### src/rtl/tdm_ser_pkg.sv
`timescale 1ns/1ps
package tdm_ser_pkg;
  // strobes from the sequencer to the datapath, valid for the coming edge
  typedef struct packed {
    logic capture;    // frame start: load the local sample pair
    logic useLocal;   // next bit comes from a local slot
    logic pickRight;  // local slot is the right channel
    logic padZero;    // next bit is in the zero-filled tail of a local slot
  } tdmStrobe_t;
endpackage

### src/rtl/tdm_ser_casdly.sv
`timescale 1ns/1ps
module tdm_ser_casdly #(
  parameter int DEPTH = 64
) (
  input  logic clk,
  input  logic rst_n,
  input  logic casIn,
  output logic tail
);
  localparam int REG_STAGES = DEPTH - 1;

  // falling-edge capture is the first stage of the delay
  logic casQ;
  logic [REG_STAGES-1:0] stg;

  always_ff @(negedge clk or negedge rst_n) begin
    if (!rst_n) casQ <= 1'b0;
    else        casQ <= casIn;
  end

  always_ff @(posedge clk or negedge rst_n) begin
    if (!rst_n) stg <= '0;
    else        stg <= {stg[REG_STAGES-2:0], casQ};
  end

  assign tail = stg[REG_STAGES-1];


  cas_clear_chk: assert property (@(posedge clk) disable iff (!rst_n)
    $rose(rst_n) |-> !tail);
endmodule

### src/rtl/tdm_ser_ctrl.sv
`timescale 1ns/1ps
module tdm_ser_ctrl
  import tdm_ser_pkg::*;
#(
  parameter int SLOT_W   = 32,
  parameter int SLOTS    = 8,
  parameter int SAMPLE_W = 24,
  localparam int FRAME_W = SLOT_W * SLOTS,
  localparam int POS_W   = $clog2(FRAME_W),
  localparam int SLOT_BW = $clog2(SLOT_W)
) (
  input  logic               clk,
  input  logic               rst_n,
  input  logic               masterMode,
  input  logic               i2sMode,
  input  logic               frmIn,
  output logic               frmActive,
  output tdmStrobe_t         stb,
  output logic [SLOT_BW-1:0] bitSel
);
  localparam int SLOT_IW     = POS_W - SLOT_BW;
  localparam int LOCAL_SLOTS = 2;

  logic [POS_W-1:0]   cnt, nextPos, dataPos;
  logic [SLOT_IW-1:0] slotIdx;
  logic               actNow, actQ, start;

  assign actNow  = frmIn ^ i2sMode;
  assign start   = masterMode ? (cnt == '1) : (actNow && !actQ);
  assign nextPos = start ? '0 : POS_W'(cnt + 1'b1);
  // I2S framing trails the frame edge by one bit period
  assign dataPos = i2sMode ? POS_W'(nextPos - 1'b1) : nextPos;
  assign slotIdx = dataPos[POS_W-1:SLOT_BW];
  assign bitSel  = dataPos[SLOT_BW-1:0];

  always_comb begin
    stb.capture   = start;
    stb.useLocal  = slotIdx < SLOT_IW'(LOCAL_SLOTS);
    stb.pickRight = slotIdx[0];
    stb.padZero   = bitSel >= SLOT_BW'(SAMPLE_W);
  end

  always_ff @(posedge clk or negedge rst_n) begin
    if (!rst_n) begin
      cnt       <= '1;
      actQ      <= 1'b0;
      frmActive <= 1'b0;
    end else begin
      cnt       <= nextPos;
      actQ      <= actNow;
      frmActive <= masterMode && (nextPos < POS_W'(SLOT_W));
    end
  end


  pos_step_chk: assert property (@(posedge clk) disable iff (!rst_n)
    !start |=> cnt == POS_W'($past(cnt) + 1'b1));

  frame_edge_chk: assert property (@(posedge clk) disable iff (!rst_n)
    $rose(frmActive) |-> cnt == '0);

  resync_chk: assert property (@(posedge clk) disable iff (!rst_n)
    (!masterMode && start) |=> cnt == '0);

  slave_quiet_chk: assert property (@(posedge clk) disable iff (!rst_n)
    (!masterMode && !$past(masterMode)) |-> !frmActive);
endmodule

### src/rtl/tdm_ser_datapath.sv
`timescale 1ns/1ps
module tdm_ser_datapath
  import tdm_ser_pkg::*;
#(
  parameter int SLOT_W   = 32,
  parameter int SAMPLE_W = 24,
  parameter int CAS_DLY  = 64,
  localparam int SLOT_BW = $clog2(SLOT_W)
) (
  input  logic                clk,
  input  logic                rst_n,
  input  tdmStrobe_t          stb,
  input  logic [SLOT_BW-1:0]  bitSel,
  input  logic [SAMPLE_W-1:0] leftIn,
  input  logic [SAMPLE_W-1:0] rightIn,
  input  logic                casIn,
  output logic                sdOut
);
  logic [SAMPLE_W-1:0] leftHold, rightHold, curLeft, curRight, smp, shifted;
  logic                casTail, localBit, nextBit;

  tdm_ser_casdly #(.DEPTH(CAS_DLY)) u_dly (
    .clk   (clk),
    .rst_n (rst_n),
    .casIn (casIn),
    .tail  (casTail)
  );

  // at the frame-start edge the fresh inputs bypass the hold registers
  assign curLeft  = stb.capture ? leftIn  : leftHold;
  assign curRight = stb.capture ? rightIn : rightHold;
  assign smp      = stb.pickRight ? curRight : curLeft;
  assign shifted  = smp << bitSel;
  assign localBit = !stb.padZero && shifted[SAMPLE_W-1];
  assign nextBit  = stb.useLocal ? localBit : casTail;

  always_ff @(posedge clk or negedge rst_n) begin
    if (!rst_n) begin
      leftHold  <= '0;
      rightHold <= '0;
      sdOut     <= 1'b0;
    end else begin
      if (stb.capture) begin
        leftHold  <= leftIn;
        rightHold <= rightIn;
      end
      sdOut <= nextBit;
    end
  end


  pad_low_chk: assert property (@(posedge clk) disable iff (!rst_n)
    (stb.useLocal && stb.padZero) |=> !sdOut);

  take_pair_chk: assert property (@(posedge clk) disable iff (!rst_n)
    stb.capture |=> (leftHold == $past(leftIn)) && (rightHold == $past(rightIn)));

  hold_pair_chk: assert property (@(posedge clk) disable iff (!rst_n)
    !stb.capture |=> $stable(leftHold) && $stable(rightHold));
endmodule

### src/rtl/tdm_cascade_ser.sv
`timescale 1ns/1ps
module tdm_cascade_ser
  import tdm_ser_pkg::*;
#(
  parameter int SLOT_W   = 32,
  parameter int SLOTS    = 8,
  parameter int SAMPLE_W = 24,
  localparam int SLOT_BW = $clog2(SLOT_W),
  localparam int CAS_DLY = 2 * SLOT_W
) (
  input  logic                clk,
  input  logic                rst_n,
  input  logic                masterMode,
  input  logic                i2sMode,
  input  logic                frmIn,
  output logic                frmOut,
  input  logic                casIn,
  input  logic [SAMPLE_W-1:0] leftIn,
  input  logic [SAMPLE_W-1:0] rightIn,
  output logic                sdOut
);
  tdmStrobe_t         stb;
  logic [SLOT_BW-1:0] bitSel;
  logic               frmActive;

  tdm_ser_ctrl #(.SLOT_W(SLOT_W), .SLOTS(SLOTS), .SAMPLE_W(SAMPLE_W)) u_ctrl (
    .clk        (clk),
    .rst_n      (rst_n),
    .masterMode (masterMode),
    .i2sMode    (i2sMode),
    .frmIn      (frmIn),
    .frmActive  (frmActive),
    .stb        (stb),
    .bitSel     (bitSel)
  );

  tdm_ser_datapath #(.SLOT_W(SLOT_W), .SAMPLE_W(SAMPLE_W), .CAS_DLY(CAS_DLY)) u_dp (
    .clk     (clk),
    .rst_n   (rst_n),
    .stb     (stb),
    .bitSel  (bitSel),
    .leftIn  (leftIn),
    .rightIn (rightIn),
    .casIn   (casIn),
    .sdOut   (sdOut)
  );

  assign frmOut = frmActive ^ i2sMode;
endmodule

### config.mk
export PLATFORM = sky130hd
export DESIGN_NAME = tdm_cascade_ser
export DESIGN_NICKNAME = d
export VERILOG_FILES = /design/src/rtl/tdm_ser_pkg.sv /design/src/rtl/tdm_ser_casdly.sv /design/src/rtl/tdm_ser_ctrl.sv /design/src/rtl/tdm_ser_datapath.sv /design/src/rtl/tdm_cascade_ser.sv
export SDC_FILE = /design/constraint.sdc
export NUM_CORES = 1
export LEC_CHECK = 0
export BUFFER_PORTS_ARGS = -buffer_cell sky130_fd_sc_hd__buf_2
export CELL_PAD_IN_SITES_DETAIL_PLACEMENT = 0
export CELL_PAD_IN_SITES_GLOBAL_PLACEMENT = 1
export CORE_MARGIN = 2
export CORE_UTILIZATION = 28
export DETAILED_ROUTE_END_ITERATION = 10
export PLACE_DENSITY_LB_ADDON = 0.1
export SYNTH_ARGS = -nofsm -noshare
export SYNTH_HDL_FRONTEND = slang
export SYNTH_HIERARCHICAL = 1
export SYNTH_SLANG_ARGS = --single-unit
### constraint.sdc
create_clock -name clk -period 4.25 [get_ports clk]
set_input_delay 0.425 -clock clk [delete_from_list [all_inputs] [get_ports clk]]
set_output_delay 0.425 -clock clk [all_outputs]
set_load 0.01 [all_outputs]
==> summary.md <==
| Metric | Value |
|---|---|
| Status | completed |
| Initial antenna violation count | 0 |
| Slowest stage delay, CP | 0.82 ns |
| Yosys top cell by area | dfrtp_1 |
| Via density | around 4.6 |
| Core area | 0.01796 mm² |
| Reg clk slew, reported paths | about 0.060 ns |
| Die area | slightly below 0.02 mm² |
| Total GRT Usage | 0.1136 |
| H-Tree Depth | 4 |
| # fillers | approximately 1,700 |
| Clk buf depth | 2 |
| CTS tree | built |
| Largest net degree at the start of global routing | between 70 and 80 |
| Leakage | about 2.7 nW |
| Post-route setup TNS | 0 ns |
| Final setup vio count | 0 |
| FF-to-FF End | u_dp/sdOut$_DFF_PN0_ |
| DP HPWL | slightly below 7 mm |
| Synth Area in Simple Gates | 0.06548 |
| R2r worst-path depth | 11 |
| DRT antenna net count | 0 |
| CTS Buf Count | 17 |
| Synth Flop Type | dfrtp_1 |
| Maximum VDD drop | slightly above 300 µV |
| Most common cell after layout, fill and taps aside | dfrtp_1 |
| Power, Total | roughly 4.0 mW |
| Number of global-route vias before repair | around 3,100 |
| Ant. Diodes | 0 |
| CP Class | flop to flop |
| DR iter-0 viols | 143 |
| Final worst path period need | about 3.8 ns |
| Async S/R FF share, synth | 1.000 |
| Slew margin rel. | 0.2946 |
| CP bufs+invs | 0 |
| Final #Nets | around 450 |
| Number of gates resized after CTS | 0 |
| Synthesized flop and latch total | 123 |
| Sequential power share | 0.378 |
| Total Routed Length | 10.33 mm |
| Adder-cell area share of the yosys netlist | 0.004886 |
| Hold Path Class | input pin to asynchronous set/reset pin |
| Hold WS | 0.2512 ns |
| Period utilization | 0.8985 |
| Post-synthesis sequential area ratio | 0.6030 |
| TritonRoute pass-1 iters | 4 |
| Initial Utilization | 0.2851 |
| Synthesis-to-finish area growth | 22.33% |
| Main combinational cell family by area after synthesis | multiplexers |
| Post-placement cell count | approximately 600 |
| Worst slack at placement | ~0.39 ns |
| Syn Inst Count | between 300 and 400 |
| Synth top area cells | dfrtp_1, mux2_2, mux4_1 |
| Worst EP required | about 4.6 ns |
| Clk_lat worst skew | approximately 0.4 ns |
| Final worst setup slack | between 0.4 and 0.5 ns |
| DRC | 0 |
| Switching Fraction | 0.2899 |
| Worst r2r src | u_ctrl/cnt[0]$_DFF_PN1_ |
| Ports | 56 |
| Post-synth EDFFs | 0 |
| Via count | between 2,000 and 3,000 |
| Achievable clock frequency | about 0.26 GHz |
| WP data arrival | a little over 4 ns |
| CP Launch Type | flop |
| Netlist cell types | between 50 and 60 |
| Sw power | between 1 and 1.5 mW |
| First-pass GRT wire length | between 15 and 20 mm |
| Root Driver | clkbuf_16 |
| Reg-to-reg slack, setup | 0.43 ns |
| Commonest cells after routing, fill and taps aside | dfrtp_1, buf_2, mux2_2 |
| Power per cell area | approximately 630 mW/mm² |
| # rows | roughly 50 |
| Synth Area in Compound Gates | 0.04227 |
| Least-Margin Pin Slew | 1.053 ns |
| Hold_buf cts | 0 |
| Routed WL per cell | between 15 and 20 µm |
| Fraction of layout cells with a size suffix above 1 | 0.4187 |
| Grt total ovfl | 0 |
| Syn. warnings | 6 |
| Maxcap violations | 0 |
| Die Span X | 139.2 µm |
| Final max-slew violation count | 0 |
| Post-Layout Cell Count | roughly 640 |
| Port bufs | 55 |
| Post-Syn Area | roughly 0.0051 mm² |
| XOR/XNOR Fraction of Synth Area | 0.02248 |
| Hold Vio Cnt, Final | 0 |
| GP Congestion | just over 0.7 |
| Slowest CP cell | xnor2_2 |
| Post-synthesis mux area share | 0.2348 |
| Die Y | about 140 µm |
| Clock Sinks | 123 |
| Syn_area_per_cell | between 15 and 20 µm² |
| RSZ-0062 raised after global routing | no |
| Number of buffers added for setup after CTS | 0 |
| Syn Nets | around 390 |
| Combinational Power Share | 0.246 |
| Final Skew | ~0.021 ns |
| Int Power | ~2.8 mW |
| Worst path top cell family by delay | compound AO/OA/AOI/OAI gates |
| Crit-path max FO | 17 |
| Crit end category | flop |
| Crit path cell chain | ha_1 > xnor2_1 > and4b_2 > o21ai_0 > nand2_1 > xnor2_2 > nor2b_1 > a2111oi_0 > o31ai_1 > a211o_1 > a41o_1 |
| Synth top area share | 0.5570 |
| Clk pwr share | 0.376 |
how the worst max path moves through the flow:
stage	startpoint	depth (start not counted)	endpoint	slack [ns]
after floorplan	u_ctrl/cnt[0]$_DFF_PN1_	13	u_dp/sdOut$_DFF_PN0_	1.10
after global placement	u_ctrl/cnt[0]$_DFF_PN1_	11	u_dp/sdOut$_DFF_PN0_	0.35
after detailed placement	u_ctrl/cnt[0]$_DFF_PN1_	11	u_dp/sdOut$_DFF_PN0_	0.39
after CTS	u_ctrl/cnt[0]$_DFF_PN1_	11	u_dp/sdOut$_DFF_PN0_	0.34
after global routing	u_ctrl/cnt[0]$_DFF_PN1_	11	u_dp/sdOut$_DFF_PN0_	0.08
final	u_ctrl/cnt[0]$_DFF_PN1_	11	u_dp/sdOut$_DFF_PN0_	0.43
routing by layer:
| layer | track usage | part of all wire | vias up | routed length, µm |
|---|---|---|---|---|
| met5 | 0 | 0 | - | 0 |
| met4 | 0.05529 | 0.024 | 0 | 247 |
| met3 | 0.03682 | 0.046 | 20 | 475 |
| met2 | 0.1600 | 0.44 | 60 | 4509 |
| met1 | 0.1579 | 0.49 | 1461 | 5094 |
| li1 | - | - | 1354 | - |
synth_stat cells (5+ instances only):
cell type and count:
mux2i_1 11, nor2b_1 5, nand4_1 5, buf_2 12, mux4_2 5, dfrtp_1 114, dfstp_2 8, nor3_1 6
nand2_1 15, nor2_1 8, nand3_1 7, mux4_1 15, xor2_1 6, mux2_2 52
cells by family after synthesis:
kind of cell | after synthesis
flops | 123
buf+inv | 25
fa+ha+maj | 2
simple gates | 61
compound gates | 26
xor+xnor | 11
mux | 83
through the flow:
stage                 util  instance area, µm²
floorplan                -                5121
global placement    0.3147                5653
detailed placement  0.3147                5653
CTS                 0.3488                6265
global route        0.3488                6265
finish              0.3488                6265
area by class of cell:
class / count / area, µm² / share of cell area
Tap cell: 229 / 286.5 / 0.04574
Inverter: 5 / 18.77 / 0.002996
Clock inverter: 14 / 182.7 / 0.02916
Timing Repair Buffer: 63 / 350.3 / 0.05592
Sequential cell: 123 / 3088 / 0.4929
Clock buffer: 18 / 429.2 / 0.06850
Multi-Input combinational cell: 183 / 1909 / 0.3048
power by group through the flow:
stage          logic (mW)  registers, mW  clock network [mW]
6_report            0.976           1.50                1.49
5_1_grt              1.08           1.52                1.59
4_1_cts              1.00           1.50                1.55
3_5_place_dp        0.996           1.51                   0
3_3_place_gp        0.986           1.52                   0
2_1_floorplan       0.764           1.45                   0
registers in the layout, indices dropped and copies added, names as in the netlist:
register          count
u_ctrl/cnt            8
u_dp/u_dly/stg       63
u_dp/u_dly/casQ       1
u_ctrl/frmActive      1
u_dp/rightHold       24
u_ctrl/actQ           1
u_dp/sdOut            1
u_dp/leftHold        24
No activity file was read; power rests on OpenSTA's default activity.
